<file path="config.mk">
export PLATFORM = sky130hd
export DESIGN_NAME = gpio_spi_master
export DESIGN_NICKNAME = d
export VERILOG_FILES = /design/src/rtl/gspi_pkg.sv /design/src/rtl/gspi_regs.sv /design/src/rtl/gspi_engine.sv /design/src/rtl/gspi_pinmux.sv /design/src/rtl/gpio_spi_master.sv
export SDC_FILE = /design/constraint.sdc
export NUM_CORES = 1
export LEC_CHECK = 0
export BUFFER_PORTS_ARGS = -buffer_cell sky130_fd_sc_hd__buf_2
export CAP_MARGIN = 0
export CORE_UTILIZATION = 30
export DETAILED_ROUTE_END_ITERATION = 8
export GPL_TIMING_DRIVEN = 0
export SKIP_CTS_REPAIR_TIMING = 1
export SLEW_MARGIN = 20
export SYNTH_ARGS = -nofsm -noshare
export SYNTH_HDL_FRONTEND = slang
export SYNTH_SLANG_ARGS = --single-unit
</file>
<file path="constraint.sdc">
create_clock -name clk -period 5.6 [get_ports clk]
set_clock_uncertainty 0.1 [all_clocks]
set_input_delay 1.4 -clock clk [delete_from_list [all_inputs] [get_ports clk]]
set_output_delay 1.4 -clock clk [all_outputs]
set_load 0.005 [all_outputs]
</file>
<file path="src/rtl/gspi_pkg.sv">
package gspi_pkg;

   localparam int PIN_W = 5;
   localparam int LEN_W = 6;
   localparam int CFG_W = 4 * PIN_W + LEN_W + 2;

   localparam int WORD_XACT = 4;
   localparam int WORD_DATA = 5;
   localparam int WORD_STAT = 6;
   localparam int READY_BIT = 24;
   localparam int SEL_LSB   = 16;

   typedef struct packed {
      logic             dout_rise;
      logic             din_fall;
      logic [LEN_W-1:0] nbits;
      logic [PIN_W-1:0] sel_pin;
      logic [PIN_W-1:0] din_pin;
      logic [PIN_W-1:0] dout_pin;
      logic [PIN_W-1:0] sck_pin;
   } slot_cfg_t;

   typedef enum logic [1:0] {
      ST_IDLE  = 2'd0,
      ST_SHIFT = 2'd1,
      ST_TAIL  = 2'd2
   } eng_state_t;

endpackage

</file>
<file path="src/rtl/gspi_regs.sv">
module gspi_regs
   import gspi_pkg::*;
#(
   parameter int NUM_SLOTS = 4,
   parameter int DIV_W     = 16,
   parameter int RESP_W    = 24,
   parameter int ADDR_W    = 8,
   parameter int DATA_W    = 32
) (
   input  logic              clk,
   input  logic              rst_n,
   input  logic              reg_wr,
   input  logic [ADDR_W-1:0] reg_addr,
   input  logic [DATA_W-1:0] reg_wdata,
   output logic [DATA_W-1:0] reg_rdata,
   input  logic              eng_ready,
   input  logic [RESP_W-1:0] eng_resp,
   output slot_cfg_t         sel_cfg,
   output logic [DIV_W-1:0]  div_val,
   output logic              start_req
);

   localparam int SEL_W  = $clog2(NUM_SLOTS);
   localparam int WORD_W = ADDR_W - 2;

   logic [WORD_W-1:0] word;
   logic [1:0]        unused_addr;
   logic [DATA_W-1:CFG_W] unused_wdata;
   slot_cfg_t         slot_view [NUM_SLOTS];
   logic [SEL_W-1:0]  sel_q;
   logic [DIV_W-1:0]  div_q;

   assign word         = reg_addr[ADDR_W-1:2];
   assign unused_addr  = reg_addr[1:0];
   assign unused_wdata = reg_wdata[DATA_W-1:CFG_W];

   for (genvar k = 0; k < NUM_SLOTS; k++) begin : g_slot
      slot_cfg_t q;
      always_ff @(posedge clk or negedge rst_n) begin
         if (!rst_n) begin
            q <= '0;
         end else if (reg_wr && word == WORD_W'(k)) begin
            q <= slot_cfg_t'(reg_wdata[CFG_W-1:0]);
         end
      end
      assign slot_view[k] = q;
   end

   always_ff @(posedge clk or negedge rst_n) begin
      if (!rst_n) begin
         sel_q <= '0;
         div_q <= '0;
      end else if (reg_wr && word == WORD_W'(WORD_XACT)) begin
         sel_q <= reg_wdata[SEL_LSB +: SEL_W];
         div_q <= reg_wdata[DIV_W-1:0];
      end
   end

   assign start_req = reg_wr && (word == WORD_W'(WORD_DATA));
   assign sel_cfg   = slot_view[sel_q];
   assign div_val   = div_q;

   always_comb begin
      reg_rdata = '0;
      if (int'(word) < NUM_SLOTS) begin
         reg_rdata[CFG_W-1:0] = slot_view[word[SEL_W-1:0]];
      end else if (word == WORD_W'(WORD_XACT)) begin
         reg_rdata[DIV_W-1:0]         = div_q;
         reg_rdata[SEL_LSB +: SEL_W]  = sel_q;
      end else if (word == WORD_W'(WORD_STAT)) begin
         reg_rdata[RESP_W-1:0] = eng_resp;
         reg_rdata[READY_BIT]  = eng_ready;
      end
   end

   AST_XACT_WRITE_TAKES: assert property (@(posedge clk) disable iff (!rst_n)
      (reg_wr && word == WORD_W'(WORD_XACT)) |=> div_q == $past(reg_wdata[DIV_W-1:0]))
      else $error("transaction write lost");

endmodule

</file>
<file path="src/rtl/gspi_engine.sv">
module gspi_engine
   import gspi_pkg::*;
#(
   parameter int DIV_W  = 16,
   parameter int RESP_W = 24,
   parameter int DATA_W = 32
) (
   input  logic              clk,
   input  logic              rst_n,
   input  logic              start_req,
   input  logic [DATA_W-1:0] start_data,
   input  slot_cfg_t         cfg,
   input  logic [DIV_W-1:0]  div_val,
   input  logic              din,
   output logic              ready,
   output logic              sck,
   output logic              dout,
   output logic [RESP_W-1:0] resp,
   output slot_cfg_t         act_cfg
);

   localparam int TX_W = 2 ** LEN_W;
   localparam int EC_W = LEN_W + 1;

   eng_state_t        state;
   logic [DIV_W-1:0]  cnt;
   logic [DIV_W-1:0]  div_q;
   logic [EC_W-1:0]   edge_cnt;
   logic [EC_W-1:0]   last_edge;
   logic [TX_W-1:0]   tx;
   logic [RESP_W-1:0] rx;
   logic              sck_q;
   logic              rose_once;
   slot_cfg_t         cfg_q;
   logic              go;
   logic              tick;
   logic              launch_now;
   logic              sample_now;

   assign go         = start_req && (state == ST_IDLE) && (cfg.nbits != '0);
   assign tick       = (cnt == div_q);
   assign last_edge  = {cfg_q.nbits, 1'b0} - EC_W'(1);
   assign launch_now = cfg_q.dout_rise ? (!sck_q && rose_once) : sck_q;
   assign sample_now = cfg_q.din_fall ? sck_q : !sck_q;

   always_ff @(posedge clk or negedge rst_n) begin
      if (!rst_n) begin
         state     <= ST_IDLE;
         cnt       <= '0;
         div_q     <= '0;
         edge_cnt  <= '0;
         tx        <= '0;
         rx        <= '0;
         sck_q     <= 1'b0;
         rose_once <= 1'b0;
         cfg_q     <= '0;
      end else begin
         case (state)
            ST_IDLE: begin
               if (go) begin
                  state     <= ST_SHIFT;
                  cnt       <= '0;
                  div_q     <= div_val;
                  cfg_q     <= cfg;
                  edge_cnt  <= '0;
                  tx        <= TX_W'(start_data) << (TX_W - int'(cfg.nbits));
                  rx        <= '0;
                  sck_q     <= 1'b0;
                  rose_once <= 1'b0;
               end
            end
            ST_SHIFT: begin
               if (tick) begin
                  cnt      <= '0;
                  sck_q    <= ~sck_q;
                  edge_cnt <= edge_cnt + EC_W'(1);
                  if (launch_now) tx <= tx << 1;
                  if (sample_now) rx <= {rx[RESP_W-2:0], din};
                  if (!sck_q) rose_once <= 1'b1;
                  if (edge_cnt == last_edge) state <= ST_TAIL;
               end else begin
                  cnt <= cnt + DIV_W'(1);
               end
            end
            ST_TAIL: begin
               if (tick) begin
                  state <= ST_IDLE;
                  cnt   <= '0;
               end else begin
                  cnt <= cnt + DIV_W'(1);
               end
            end
            default: state <= ST_IDLE;
         endcase
      end
   end

   assign ready   = (state == ST_IDLE);
   assign sck     = sck_q;
   assign dout    = tx[TX_W-1];
   assign resp    = rx;
   assign act_cfg = cfg_q;

   AST_SCK_IDLE_LOW: assert property (@(posedge clk) disable iff (!rst_n)
      (state != ST_SHIFT) |-> !sck_q)
      else $error("clock not low outside shifting");

   AST_SCK_ON_TICK: assert property (@(posedge clk) disable iff (!rst_n)
      !$stable(sck_q) |-> $past(cnt == div_q))
      else $error("clock toggled off divider tick");

   AST_EDGE_BOUND: assert property (@(posedge clk) disable iff (!rst_n)
      (state == ST_SHIFT) |-> (edge_cnt <= last_edge))
      else $error("edge count beyond length");

   AST_START_DROPS_READY: assert property (@(posedge clk) disable iff (!rst_n)
      go |=> !ready)
      else $error("ready still high after start");

   AST_BUSY_WRITE_IGNORED: assert property (@(posedge clk) disable iff (!rst_n)
      (start_req && !ready) |=> ($stable(cfg_q) && $stable(div_q)))
      else $error("busy write changed transfer");

   AST_ZERO_LEN_NOP: assert property (@(posedge clk) disable iff (!rst_n)
      (start_req && ready && cfg.nbits == '0) |=> ready)
      else $error("zero length started a transfer");

endmodule

</file>
<file path="src/rtl/gspi_pinmux.sv">
module gspi_pinmux
   import gspi_pkg::*;
#(
   parameter int NUM_GPIO = 32
) (
   input  logic                active,
   input  slot_cfg_t           cfg,
   input  logic                sck,
   input  logic                dout,
   input  logic [NUM_GPIO-1:0] gpio_in,
   output logic [NUM_GPIO-1:0] gpio_out,
   output logic [NUM_GPIO-1:0] gpio_oe,
   output logic                din
);

   for (genvar i = 0; i < NUM_GPIO; i++) begin : g_pin
      logic hit_sel, hit_sck, hit_dout, hit_din;
      assign hit_sel  = (cfg.sel_pin  == PIN_W'(i));
      assign hit_sck  = (cfg.sck_pin  == PIN_W'(i));
      assign hit_dout = (cfg.dout_pin == PIN_W'(i));
      assign hit_din  = (cfg.din_pin  == PIN_W'(i));
      assign gpio_oe[i]  = active && !hit_din && (hit_sel || hit_sck || hit_dout);
      assign gpio_out[i] = hit_sel ? 1'b0 : (hit_sck ? sck : (hit_dout && dout));
   end

   assign din = (int'(cfg.din_pin) < NUM_GPIO) ? gpio_in[cfg.din_pin] : 1'b0;

endmodule

</file>
<file path="src/rtl/gpio_spi_master.sv">
module gpio_spi_master
   import gspi_pkg::*;
#(
   parameter int NUM_GPIO  = 32,
   parameter int NUM_SLOTS = 4,
   parameter int DIV_W     = 16,
   parameter int RESP_W    = 24,
   parameter int ADDR_W    = 8,
   parameter int DATA_W    = 32
) (
   input  logic                clk,
   input  logic                rst_n,
   input  logic                reg_wr,
   input  logic [ADDR_W-1:0]   reg_addr,
   input  logic [DATA_W-1:0]   reg_wdata,
   output logic [DATA_W-1:0]   reg_rdata,
   input  logic [NUM_GPIO-1:0] gpio_in,
   output logic [NUM_GPIO-1:0] gpio_out,
   output logic [NUM_GPIO-1:0] gpio_oe
);

   if (NUM_GPIO < 2 || NUM_GPIO > 2 ** PIN_W) begin : g_bad_gpio
      $error("NUM_GPIO must lie in 2..32");
   end
   if (NUM_SLOTS != 2 && NUM_SLOTS != 4) begin : g_bad_slots
      $error("NUM_SLOTS must be 2 or 4");
   end
   if (DIV_W < 1 || DIV_W > SEL_LSB) begin : g_bad_div
      $error("DIV_W must lie in 1..16");
   end
   if (RESP_W < 2 || RESP_W > READY_BIT) begin : g_bad_resp
      $error("RESP_W must lie in 2..24");
   end
   if (DATA_W != 32 || ADDR_W < 5) begin : g_bad_bus
      $error("bus must be 32 bits wide with at least 5 address bits");
   end

   slot_cfg_t         sel_cfg;
   slot_cfg_t         act_cfg;
   logic [DIV_W-1:0]  div_val;
   logic              start_req;
   logic              eng_ready;
   logic [RESP_W-1:0] eng_resp;
   logic              sck, dout, din;

   gspi_regs #(
      .NUM_SLOTS (NUM_SLOTS),
      .DIV_W     (DIV_W),
      .RESP_W    (RESP_W),
      .ADDR_W    (ADDR_W),
      .DATA_W    (DATA_W)
   ) i_regs (
      .clk       (clk),
      .rst_n     (rst_n),
      .reg_wr    (reg_wr),
      .reg_addr  (reg_addr),
      .reg_wdata (reg_wdata),
      .reg_rdata (reg_rdata),
      .eng_ready (eng_ready),
      .eng_resp  (eng_resp),
      .sel_cfg   (sel_cfg),
      .div_val   (div_val),
      .start_req (start_req)
   );

   gspi_engine #(
      .DIV_W  (DIV_W),
      .RESP_W (RESP_W),
      .DATA_W (DATA_W)
   ) i_engine (
      .clk        (clk),
      .rst_n      (rst_n),
      .start_req  (start_req),
      .start_data (reg_wdata),
      .cfg        (sel_cfg),
      .div_val    (div_val),
      .din        (din),
      .ready      (eng_ready),
      .sck        (sck),
      .dout       (dout),
      .resp       (eng_resp),
      .act_cfg    (act_cfg)
   );

   gspi_pinmux #(
      .NUM_GPIO (NUM_GPIO)
   ) i_pinmux (
      .active   (!eng_ready),
      .cfg      (act_cfg),
      .sck      (sck),
      .dout     (dout),
      .gpio_in  (gpio_in),
      .gpio_out (gpio_out),
      .gpio_oe  (gpio_oe),
      .din      (din)
   );

   AST_IDLE_RELEASES_PINS: assert property (@(posedge clk) disable iff (!rst_n)
      eng_ready |-> (gpio_oe == '0))
      else $error("pins driven while idle");

   AST_DIN_UNDRIVEN: assert property (@(posedge clk) disable iff (!rst_n)
      !eng_ready |-> !gpio_oe[act_cfg.din_pin])
      else $error("data-in pin driven");

   AST_ENABLES_BOUNDED: assert property (@(posedge clk) disable iff (!rst_n)
      $countones(gpio_oe) <= 3)
      else $error("more than three pins enabled");

   AST_SEL_LOW_ON_PIN: assert property (@(posedge clk) disable iff (!rst_n)
      (!eng_ready && act_cfg.sel_pin != act_cfg.din_pin)
         |-> (gpio_oe[act_cfg.sel_pin] && !gpio_out[act_cfg.sel_pin]))
      else $error("chip-select not low during transfer");

endmodule

</file>
# == Word-level counts from Yosys, hierarchy flattened ==
# Cells that the tools add are included.
# classes
reduce_logical,220
n_shift,1
bitwise,3
addsub,4
n_mul,0
eq_ne,141
muxes,104
n_div,0
magnitude_cmp,4
# op_table
operator,n
"== test 5 bit, second input constant",64
2-to-1 mux 64 bit,3
"== test 5 x 4 -> 1 bit, second input constant",32
case mux 64 bit (2 select lines),1
binary-select mux 28 bit (select 2 bit),2
2-to-1 mux 28 bit,4
logical AND 1 bit,105
"== test 5 x 3 -> 1 bit, second input constant",16
2-to-1 mux 24 bit,3
2-to-1 mux 1 bit,71
logical OR 1 bit,64
<< shifter 32 x 32 -> 64 bit,1
2-to-1 mux 25 bit,2
case mux 24 bit (2 select lines),1
"== test 5 x 2 -> 1 bit, second input constant",8
zero test 1 bit,34
2-to-1 mux 16 bit,2
case mux 16 bit (2 select lines),1
2-to-1 mux 7 bit,3
"== test 5 x 1 -> 1 bit, second input constant",4
zero test 5 bit,4
"== test 6 x 3 -> 1 bit, second input constant",3
2-to-1 mux 18 bit,1
"adder 16 x 1 -> 16 bit, second input constant",1
other kinds (30),47
# totals
regBits,289
ramBits,0
out_inout_bits,96
romBits,0
latch_bits,0
memories,0

# == Longest topological paths before layout ==
# Gate-level depths: netlist of the first run.
# depth
word_depth,8
ltp_mapped,16
mapped_depth_nobuf,10

# == Modules after synthesis ==
# Synthesis of the first run repeated with hierarchy kept, for this count alone.
# unflattened
cells_unflattened,1826
area_unflattened_um2,19458.7
# by_module_without_submodules
module,n_inst,cells_per_inst,seq_area_each_um2,area_per_inst_um2
gspi_engine,1,1046,3978.8,10422.5
gspi_regs,1,430,3253.1,6780.3
gspi_pinmux,1,349,0.0,2252.2
gpio_spi_master,1,1,0.0,3.8

# == Worst setup path after synthesis of the first run ==
# Ideal clock, no wire load.
# synth_timing
path_kind,in2out
start,in reg_addr[2]
end,out reg_rdata[10]
stages,5
slack_ns,1.201
arrival_ns,2.899
required_time_ns,4.100
cell_sequence,clkbuf_1 -> buf_1 -> mux4_2 -> a22oi_1 -> nand2_1
# synth_via
elab_chain_cells,5
# synth_rtl
element,line,source
"start, declared",gpio_spi_master.sv:14,"input logic [ADDR_W-1:0] reg_addr,"
branches (longest 4 deep; another with < comparator 6 x 3 -> 1 bit),--,
2-to-1 mux 25 bit *,gspi_regs.sv:65,if (int'(word) < NUM_SLOTS) begin
"end, declared",gpio_spi_master.sv:16,"output logic [DATA_W-1:0] reg_rdata,"
# Every way passes the cells marked *. The select of a mux whose other input is x is not followed.

# == Worst setup path in the final report of the first run ==
# layout_timing
start,in reg_addr[3]
end,out reg_rdata[3]
# Same word-level chain as after synthesis.

==> key figures, run 1 <==
Critical path
  – Worst setup slack for register-to-register paths: approximately 0.23 ns
  – Worst r2r src: i_regs.sel_q[0]
  – Maximum fanout along the worst path: 10
  – Worst-case reg-to-reg path depth: 14
  – CP endpoint: reg_rdata[3]
  – RR Endpoint: i_engine.tx[63]
  – Endpoint arrival time on the critical path: between 3 and 4 ns
  – Critical Path Source Type: input pin
  – CP endpoint kind: output port
  – Critical setup path kind: input pin to output port
  – Crit path from: reg_addr[3]
  – CP required: just over 4 ns

Power and ir drop
  – Sw Pwr: roughly 0.0044 W
  – Clock Power Share: 0.242
  – Part of the total power dissipated in combinational logic: 0.473
  – Pwr Density: approximately 450 nW/µm²
  – Seq pwr share: 0.285
  – Switching share of total power: 0.446
  – Int Pwr: 0.00547 W
  – Peak supply drop: around 0.00028 V
  – Leakage power summed over all cells: between 9 and 10 nW

Floorplanning
  – Die outline width: 251 µm
  – Std-Cell Rows: 90
  – Core area: 60800 µm²
  – Overall die area: about 63000 µm²
  – Number of I/O pins: roughly 170
  – Initial core utilization: 0.306
  – Die Height: ~250 µm

Status
  – Status: finished clean

Synth
  – YS warnings: 0
  – Fraction of registers with async set/reset: 1.00
  – Post-synthesis instance area: 18600 µm²
  – Number of enable flip-flop cells after synthesis: 0
  – Register bit total from synthesis: approximately 290
  – Mean instance size in the synthesized netlist: about 9.8 µm²
  – Synthesized netlist cell count: approximately 1900
  – Share of synthesized area occupied by flip-flops and latches: 0.389
  – Post-synthesis cell type count: between 80 and 90
  – Top_reg_cell synth: sky130_fd_sc_hd__dfrtp_1

Detailed routing
  – Routed wire per std cell: approximately 25 µm
  – Violation count after the first detailed-routing iteration: approximately 1700
  – Total Wirelength: 74200 µm
  – Detail Route Antenna Nets: 0
  – Total via count in the routed design: roughly 17000
  – DRT Pass-1 Iters: 5
  – Number of vias per cell: 5.90
  – DRC viols: 0

STA
  – Tcrit/Tclk final: 0.975
  – Post-route minimum period: roughly 5.5 ns
  – Number of pins with negative max-slew slack in the final report: 0
  – Unrepaired setup endpoints after global routing: no
  – Worst slew slack as a fraction of its limit: 0.291
  – Total of endpoints with negative setup slack in the final report: 0
  – Fin. Hold Viols: 0
  – Worst hold-check slack: 0.386 ns
  – Fmax: ~180 MHz
  – Transition time at the pin with the least slew margin: 1.06 ns

Final layout
  – Number of nets in the finished design: 2190
  – Leading cell type in the layout, fill and taps excluded: sky130_fd_sc_hd__dfrtp_1
  – Fraction of layout cells with a size suffix above 1: 0.245
  – Commonest cells after routing, fill and taps aside: 289 x sky130_fd_sc_hd__dfrtp_1, 282 x sky130_fd_sc_hd__nand2_1, 176 x sky130_fd_sc_hd__buf_2
  – Area Growth Syn to Fin: 17.0%
  – Layout fillers: about 6000
  – Non-filler cells in the finished layout: 2918

Clock tree
  – CTS tree: built
  – # H-tree levels: 2
  – Clock-pin transition on the worst setup and hold timing paths: around 0.05 ns
  – Number of sinks on the clock net: about 290
  – CTS buffer count: 34
  – Number of buffers on the longest clock path: 3
  – Clock root buffer: sky130_fd_sc_hd__clkbuf_16
  – Clock insertion delay at the later pin of the skew report: 0.55 ns

Placement
  – Inst Count DP: 2852
  – Global placer's final weighted congestion: slightly below 1
  – Final HPWL from detailed placement: around 56000 µm
  – Input/output buffers: around 160

GRT
  – Global route overflow: 0
  – First-pass GRT wire length: 111000 µm
  – Vias in the first global route: approximately 17000
  – Number of antenna violations at the first check in global routing: 5
  – Pin count of the biggest net entering global routing: 90
  – Overall fraction of global-route tracks in use: 0.232

Flow run
  – Reported max-cap violation count: 0

Worst hold path
  – Hold WC Path Type: register to register
metal layers:
metal | part of all wire | vias up | wire, µm | track usage
li1 | - | 7482 | - | -
met1 | 0.44 | 8738 | 32700 | 0.325
met2 | 0.45 | 845 | 33300 | 0.363
met3 | 0.080 | 143 | 5970 | 0.0399
met4 | 0.029 | 6 | 2190 | 0.0737
met5 | 0.00049 | - | 36 | 0
how the worst min path moves through the flow:
stage	slack [ns]	cells past startpoint	start	to
floorplan	0.34	1	i_engine.tx[59]	i_engine.tx[59]
global placement	0.35	1	i_engine.tx[59]	i_engine.tx[59]
detailed placement	0.38	2	i_engine.resp[23]	i_engine.resp[23]
CTS	0.39	2	i_engine.tx[0]	i_engine.tx[0]
global route	0.40	2	i_engine.tx[0]	i_engine.tx[0]
finish	0.39	2	i_engine.tx[0]	i_engine.tx[0]
logic make-up after synthesis:
| kind of cell | after synthesis | share of synthesized area |
|---|---|---|
| and+or+nand+nor | 653 | 0.159 |
| AOI/OAI and AO/OA | 431 | 0.152 |
| muxes | 317 | 0.240 |
| DFF | 289 | 0.389 |
| buffers and inverters | 170 | 0.0392 |
| xor gates and xnor gates | 34 | 0.0164 |
| adders and majority gates | 7 | 0.00471 |
| other | 1 | 0.000202 |
cells in the mapped netlist, drive strengths merged (4+ instances only):
library cell | number | area [µm²]
buf | 38 | 234
nand3b | 5 | 37.5
or3 | 5 | 31.3
nor2 | 152 | 578
mux4 | 86 | 1940
nand4 | 12 | 75.1
inv | 18 | 67.6
o21a | 6 | 45.0
nand2b | 15 | 93.8
nor2b | 19 | 119
xnor2 | 11 | 104
nor4 | 17 | 134
nand2 | 283 | 1080
nand3 | 53 | 275
a21oi | 96 | 488
clkbuf | 114 | 428
or2 | 5 | 31.3
o211ai | 11 | 82.6
nor3 | 47 | 235
xor2 | 23 | 201
a211oi | 14 | 110
a31oi | 30 | 188
a21boi | 5 | 37.5
ha | 7 | 87.6
a221oi | 27 | 243
a21o | 5 | 37.5
o21ai | 109 | 546
mux2i | 69 | 694
o2111ai | 4 | 35.0
o31ai | 12 | 109
a2bb2oi | 6 | 52.6
a22o | 11 | 96.3
a311oi | 10 | 87.6
and2 | 10 | 62.6
and3 | 21 | 131
mux2 | 162 | 1820
a22oi | 28 | 210
dfrtp | 289 | 7230
a2111oi | 4 | 35.0
o22ai | 25 | 156
state kept, by name, indices dropped and copies added, names as in the netlist:
register            flops
i_engine.div_q         16
i_engine.sck            1
i_engine.rose_once      1
i_engine.resp          24
i_engine.edge_cnt       7
i_regs.sel_q            2
i_engine.cnt           16
i_engine.state          2
i_engine.act_cfg       28
i_engine.tx            64
i_regs.g_slot.q       112
i_regs.div_val         16
area by class of cell:
cell class	instances	area, µm²	share of cell area
Timing Repair Buffer	168	926	0.0426
Buffer	151	661	0.0304
Tap cell	782	978	0.0450
Inverter	18	67.6	0.00311
Clock inverter	16	255	0.0117
Antenna cell	4	10.0	0.000460
Multi-Input combinational cell	1446	10700	0.490
Clock buffer	44	948	0.0436
Sequential cell	289	7230	0.333
through the flow:
stage	utilization	power [W]	setup slack (ns)	instance area (µm²)	TNS (ns)
final	0.358	0.00987	0.141	21700	0
after detailed placement	0.337	0.00732	-0.286	20500	-0.660
after CTS	0.357	0.00973	-0.323	21700	-0.771
after global placement	0.335	0.00729	-2.29	20400	-652.15
after global routing	0.357	0.0102	0.0901	21700	0
after floorplan	-	0.00560	1.20	18600	0
worst max-delay path: stages:
cell and delay, ns:
sky130_fd_sc_hd__clkbuf_1 0.22, sky130_fd_sc_hd__clkbuf_1 0.63, sky130_fd_sc_hd__clkbuf_1 0.60, sky130_fd_sc_hd__mux4_2 0.42, sky130_fd_sc_hd__a22oi_1 0.34, sky130_fd_sc_hd__nand2_1 0.18
sky130_fd_sc_hd__buf_2 0.16
power by group through the flow:
stage               combinational [W]  sequential [W]  clock (W)
global route                  0.00488         0.00285    0.00251
floorplan                     0.00288         0.00272          0
finish                        0.00467         0.00281    0.00239
global placement              0.00448         0.00281          0
CTS                           0.00450         0.00280    0.00243
detailed placement            0.00449         0.00283          0
No activity file was read; power rests on OpenSTA's default activity.
==> inputs of run 2 (changes only) <==
--- a/config.mk
+++ b/config.mk
@@ -7,11 +7,12 @@
 export LEC_CHECK = 0
 export BUFFER_PORTS_ARGS = -buffer_cell sky130_fd_sc_hd__buf_2
 export CAP_MARGIN = 0
-export CORE_UTILIZATION = 30
+export CORE_UTILIZATION = 45
 export DETAILED_ROUTE_END_ITERATION = 8
 export GPL_TIMING_DRIVEN = 0
 export SKIP_CTS_REPAIR_TIMING = 1
 export SLEW_MARGIN = 20
 export SYNTH_ARGS = -nofsm -noshare
 export SYNTH_HDL_FRONTEND = slang
+export SYNTH_HIERARCHICAL = 1
 export SYNTH_SLANG_ARGS = --single-unit
==> key figures, run 2 <==
GRT
  – Overall fraction of global-route tracks in use: 0.332
  – Number of antenna violations at the first check in global routing: 5
  – Pin count of the biggest net entering global routing: 95
  – Global route overflow: 0
  – First-pass GRT wire length: between 100000 and 150000 µm
  – Vias in the first global route: between 15000 and 20000

Floorplanning
  – Initial core utilization: 0.460
  – Overall die area: 44100 µm²
  – Core area: 42300 µm²
  – Number of I/O pins: ~170
  – Std-Cell Rows: 75
  – Die outline width: 210 µm
  – Die Height: about 210 µm

STA
  – Total of endpoints with negative setup slack in the final report: 0
  – Worst hold-check slack: about 0.4 ns
  – Worst slew slack as a fraction of its limit: 0.228
  – Transition time at the pin with the least slew margin: 1.16 ns
  – Fmax: 190 MHz
  – Unrepaired setup endpoints after global routing: no
  – Fin. Hold Viols: 0
  – Tcrit/Tclk final: 0.938
  – Post-route minimum period: 5.25 ns
  – Aggregate negative setup slack: 0 ns
  – Number of pins with negative max-slew slack in the final report: 0

Synth
  – Register bit total from synthesis: 289
  – Top_reg_cell synth: sky130_fd_sc_hd__dfrtp_1
  – YS warnings: 6
  – Synthesized netlist cell count: roughly 1800
  – Share of synthesized area occupied by flip-flops and latches: 0.372
  – Most frequent cell after synthesis: sky130_fd_sc_hd__dfrtp_1
  – Multiplexer fraction of the synthesized cell area: 0.260
  – Dominant combinational cell family by area after synthesis: multiplexers
  – Post-synthesis instance area: about 19000 µm²
  – Simple-gate share of the synthesized area: 0.129
  – Top cells by count, synth: 289 x sky130_fd_sc_hd__dfrtp_1, 167 x sky130_fd_sc_hd__mux2_2, 143 x sky130_fd_sc_hd__nand2_1
  – Top-area cell type share of the netlist area: 0.372
  – Number of enable flip-flop cells after synthesis: 0
  – Adder-cell share of the synthesized area: 0.00450
  – Area fraction in compound gates after synthesis: 0.171
  – Fraction of registers with async set/reset: 1.00
  – Most area-hungry cell type in the Yosys netlist: sky130_fd_sc_hd__dfrtp_1
  – Post-synthesis cell type count: 97
  – Post-Synth XOR/XNOR Area: 0.0156
  – Mean instance size in the synthesized netlist: around 11 µm²
  – Ranking of synthesized cells by area: sky130_fd_sc_hd__dfrtp_1 37%, sky130_fd_sc_hd__mux4_2 11%, sky130_fd_sc_hd__mux2_2 9.7%

Detailed routing
  – Number of vias per cell: about 6.5
  – Total Wirelength: slightly above 70000 µm
  – Violation count after the first detailed-routing iteration: around 1800
  – DRT Pass-1 Iters: 9
  – Routed wire per std cell: about 28 µm
  – Total via count in the routed design: 17100
  – DRC viols: 1
  – Detail Route Antenna Nets: 0

Clock tree
  – CTS buffer count: 34
  – CTS tree: built
  – Clock-pin transition on the worst setup and hold timing paths: around 0.06 ns
  – Clock insertion delay at the later pin of the skew report: roughly 0.57 ns
  – Number of sinks on the clock net: about 290
  – Number of buffers on the longest clock path: 3
  – Clock root buffer: sky130_fd_sc_hd__clkbuf_16
  – # H-tree levels: 2

Final layout
  – Number of inserted diodes: 0
  – Commonest cells after routing, fill and taps aside: 288 x sky130_fd_sc_hd__dfrtp_1, 199 x sky130_fd_sc_hd__buf_2, 167 x sky130_fd_sc_hd__mux2_2
  – Reg with most FFs: i_regs/g_slot.q
  – Fraction of layout cells with a size suffix above 1: 0.314
  – Leading cell type in the layout, fill and taps excluded: sky130_fd_sc_hd__dfrtp_1
  – Final design area excluding fillers: 22400 µm²
  – Largest register FFs: between 100 and 150
  – Number of nets in the finished design: approximately 2100
  – Non-filler cells in the finished layout: approximately 2600
  – Area Growth Syn to Fin: 15.1%

Placement
  – Global placer's final weighted congestion: 0.970
  – Input/output buffers: about 160
  – Area of placed instances: about 21000 µm²
  – Final HPWL from detailed placement: approximately 56000 µm
  – Inst Count DP: about 2600

Critical path
  – CP endpoint kind: register
  – Maximum fanout along the worst path: 12
  – CP required: 5.98 ns
  – Critical setup path kind: register to register
  – Endpoint arrival time on the critical path: 5.63 ns
  – Critical Path Source Type: register

Worst hold path
  – Hold WC Path Type: register to register

Power and ir drop
  – Leakage power summed over all cells: 9.55 nW
  – Peak supply drop: ~0.00027 V
  – Pwr Density: between 400 and 500 nW/µm²

Status
  – Violations in the final reports: design-rule violations
  – Status: complete, but fails checks

Flow run
  – Reported max-cap violation count: 0
## run 2: cell count changes in the layout (fill, tap and decap cells not counted), sizes merged, moves of 18 or more
cell	delta
a22oi	+38
nand2	-140
xor2	-18
nor2	-65
o22ai	-21
nand4	+24
clkbuf	-32
mux2	+26
nor3	-23
a21boi	+23
buf	+35
a21bo	+24
a221oi	-18
## run 2: cells by family (layout without fill, tap and decap cells)
family          Yosys count  in the layout
fa+ha+maj                 7              7
mux                     353            353
flops                   289            289
simple gates            482            482
buf+inv                 183            407
other cells               1              4
compound gates          478            478
xor+xnor                 33             33
## run 2: through the flow
step                total power (W)  worst slack, ns   util
floorplan                   0.00572             1.19      -
global placement            0.00733            -2.56  0.496
CTS                         0.00992           -0.543  0.529
global route                 0.0105           0.0949  0.529
detailed placement          0.00736           -0.523  0.499
finish                       0.0100            0.346  0.529
## run 2: final cells by class
| class | instances | area (µm²) |
|---|---|---|
| fill | 3824 | 19900 |
| multi-input combinational | 1357 | 11300 |
| sequential | 289 | 7230 |
| clock buffer | 43 | 975 |
| timing repair buffer | 167 | 913 |
| buffer | 157 | 836 |
| tap | 577 | 722 |
| clock inverter | 16 | 313 |
| inverter | 24 | 90.1 |
## run 2: per-layer routing
metal / GRT usage / vias to the layer above / routed length (µm)
met3: 0.0636 / 112 / 6080
met2: 0.498 / 834 / 31900
met1: 0.487 / 8714 / 32600
met4: 0.0969 / 4 / 2050
met5: 0 / - / 23
li1: - / 7393 / -
## run 2: path summary, 6_finish.rpt
kind | depth (start not counted) | to | slack (ns) | from
setup / recovery | 15 | i_engine/tx[11] | 0.35 | i_regs/sel_q[0]
hold / removal | 1 | i_engine/tx[32] | 0.40 | i_engine/tx[32]
setup reg to reg | 15 | i_engine/tx[11] | 0.35 | i_regs/sel_q[0]
hold reg to reg | 1 | i_engine/tx[32] | 0.40 | i_engine/tx[32]
max in group asynchronous | 2 | i_engine/tx[6] | 4.01 | rst_n
min in group asynchronous | 1 | i_regs/g_slot[3].q[12] | 0.59 | rst_n
## run 2: worst max-delay path: stages, from the launching register on
cell	delay, ns
sky130_fd_sc_hd__dfrtp_2	0.61
sky130_fd_sc_hd__mux4_2	0.63
sky130_fd_sc_hd__clkinv_1	0.22
sky130_fd_sc_hd__buf_2	0.29
sky130_fd_sc_hd__clkbuf_2	0.33
sky130_fd_sc_hd__ha_1	0.21
sky130_fd_sc_hd__clkbuf_8	0.17
sky130_fd_sc_hd__xor2_2	0.39
sky130_fd_sc_hd__buf_6	0.25
sky130_fd_sc_hd__buf_2	0.28
sky130_fd_sc_hd__buf_2	0.26
sky130_fd_sc_hd__and2_0	0.59
sky130_fd_sc_hd__nor2_1	0.08
sky130_fd_sc_hd__a21oi_1	0.41
sky130_fd_sc_hd__a22oi_1	0.12
sky130_fd_sc_hd__a21oi_1	0.18
## run 2: report_power, final
group	total (W)	switching, W	internal [W]
combinational	0.00473	0.00306	0.00166
clock	0.00253	0.000961	0.00157
sequential	0.00279	0.000299	0.00249
==> inputs of run 3 (changes only) <==
--- a/config.mk
+++ b/config.mk
@@ -14,5 +14,4 @@
 export SLEW_MARGIN = 20
 export SYNTH_ARGS = -nofsm -noshare
 export SYNTH_HDL_FRONTEND = slang
-export SYNTH_HIERARCHICAL = 1
 export SYNTH_SLANG_ARGS = --single-unit
==> key figures, run 3 (same netlist as run 1, synthesis figures left out) <==
Floorplanning
  – Std-Cell Rows: 74
  – Die outline width: about 210 µm
  – Overall die area: approximately 42000 µm²
  – Core area: between 40000 and 50000 µm²
  – Die Height: a little over 200 µm
  – Initial core utilization: 0.455
  – Number of I/O pins: 171

STA
  – Worst hold-check slack: ~0.38 ns
  – Transition time at the pin with the least slew margin: around 1.1 ns
  – Post-route minimum period: roughly 5.5 ns
  – Number of pins with negative max-slew slack in the final report: 0
  – Fmax: 183 MHz
  – Tcrit/Tclk final: 0.975
  – Worst slew slack as a fraction of its limit: 0.288
  – Unrepaired setup endpoints after global routing: no
  – Total of endpoints with negative setup slack in the final report: 0
  – Fin. Hold Viols: 0

Critical path
  – Worst setup slack for register-to-register paths: 0.27 ns
  – Critical setup path kind: input pin to output port
  – Biggest cell delay along the critical path: roughly 0.68 ns
  – Maximum fanout along the worst path: 10
  – CP required: between 4 and 5 ns
  – CP max stage cell: sky130_fd_sc_hd__clkbuf_1
  – Endpoint arrival time on the critical path: approximately 4.0 ns
  – Critical path cell sequence: clkbuf_1, clkbuf_1, clkbuf_1, mux4_2, a22oi_1, nand2_1, buf_2
  – Critical Path Source Type: input pin
  – Most frequent cell on the critical path: sky130_fd_sc_hd__clkbuf_1
  – CP endpoint kind: output port

Final layout
  – Area Growth Syn to Fin: 14.6%
  – Layout fillers: 3811
  – Fraction of layout cells with a size suffix above 1: 0.244
  – Leading cell type in the layout, fill and taps excluded: sky130_fd_sc_hd__dfrtp_1
  – Final design area excluding fillers: ~21000 µm²
  – Commonest cells after routing, fill and taps aside: 289 x sky130_fd_sc_hd__dfrtp_1, 282 x sky130_fd_sc_hd__nand2_1, 176 x sky130_fd_sc_hd__buf_2
  – Largest register FFs: between 100 and 150
  – Reg with most FFs: i_regs.g_slot.q
  – Number of nets in the finished design: ~2200
  – Fin util: 0.522

Clock tree
  – Clock root buffer: sky130_fd_sc_hd__clkbuf_16
  – Clock-pin transition on the worst setup and hold timing paths: ~0.060 ns
  – CTS buffer count: 34
  – Number of sinks on the clock net: 289
  – Number of buffers on the longest clock path: 3
  – Clock insertion delay at the later pin of the skew report: ~0.56 ns
  – CTS tree: built
  – # H-tree levels: 2

Power and ir drop
  – Pwr Density: roughly 460 nW/µm²
  – Leakage power summed over all cells: 9.38 nW
  – Peak supply drop: slightly below 0.0003 V

GRT
  – Overall fraction of global-route tracks in use: 0.347
  – Number of antenna violations at the first check in global routing: 7
  – Vias in the first global route: 16500
  – Global route overflow: 0
  – Pin count of the biggest net entering global routing: between 90 and 100
  – First-pass GRT wire length: roughly 110000 µm

Detailed routing
  – Violation count after the first detailed-routing iteration: around 1800
  – Number of vias per cell: around 6.4
  – Total via count in the routed design: 16900
  – DRT Pass-1 Iters: 6
  – DRC viols: 0
  – Routed wire per std cell: 27.1 µm
  – Detail Route Antenna Nets: 0
  – Total Wirelength: 72200 µm

Placement
  – Final HPWL from detailed placement: approximately 55000 µm
  – Input/output buffers: 162
  – Global placer's final weighted congestion: approximately 1
  – Area of placed instances: 20200 µm²

Status
  – Status: finished clean

Worst hold path
  – Hold WC Path Type: register to register

Flow run
  – Reported max-cap violation count: 0
## run 3: area by class of cell
class,instances,area (µm²),area share
Inverter,18,67.6,0.00317
Buffer,152,666,0.0313
Timing Repair Buffer,167,918,0.0431
Antenna cell,1,2.50,0.000117
Multi-Input combinational cell,1446,10700,0.501
Tap cell,532,666,0.0313
Clock inverter,11,113,0.00529
Sequential cell,289,7230,0.340
Clock buffer,47,970,0.0455
## run 3: routing by layer
layer,GRT usage,share of wire,up-vias
met5,0,0.00072,-
met4,0.0952,0.026,8
met2,0.515,0.43,923
met3,0.0771,0.098,127
met1,0.509,0.44,8421
li1,-,-,7457
## run 3: worst paths after layout
check	from	to	cells after the start
max	reg_addr[3]	reg_rdata[4]	7
min	i_engine.tx[59]	i_engine.tx[59]	1
max reg2reg	i_regs.sel_q[0]	i_engine.tx[63]	15
min reg2reg	i_engine.tx[59]	i_engine.tx[59]	1
max in group asynchronous	rst_n	i_regs.g_slot[2].q[8]	4
min in group asynchronous	rst_n	i_engine.tx[12]	1
## run 3: where the power goes
part / internal (W) / switching, W
Sequential: 0.00251 / 0.000289
Combinational: 0.00151 / 0.00327
Clock: 0.00127 / 0.000928
## run 3: stage by stage
step | worst slack, ns | instances | total power (W) | setup TNS [ns]
6_report | 0.142 | 2663 | 0.00977 | 0
3_3_place_gp | -2.54 | 2599 | 0.00737 | -717.65
5_1_grt | 0.00975 | 2662 | 0.0102 | 0
4_1_cts | -0.0942 | 2660 | 0.00958 | -0.157
2_1_floorplan | 1.20 | 1905 | 0.00560 | 0
3_5_place_dp | -0.0568 | 2602 | 0.00737 | -0.0568
## run 3: critical path, delay by kind of cell
family          cells  cell delay [ns]
compound gates      1             0.28
mux                 1             0.42
buf+inv             4             1.73
simple gates        1             0.11
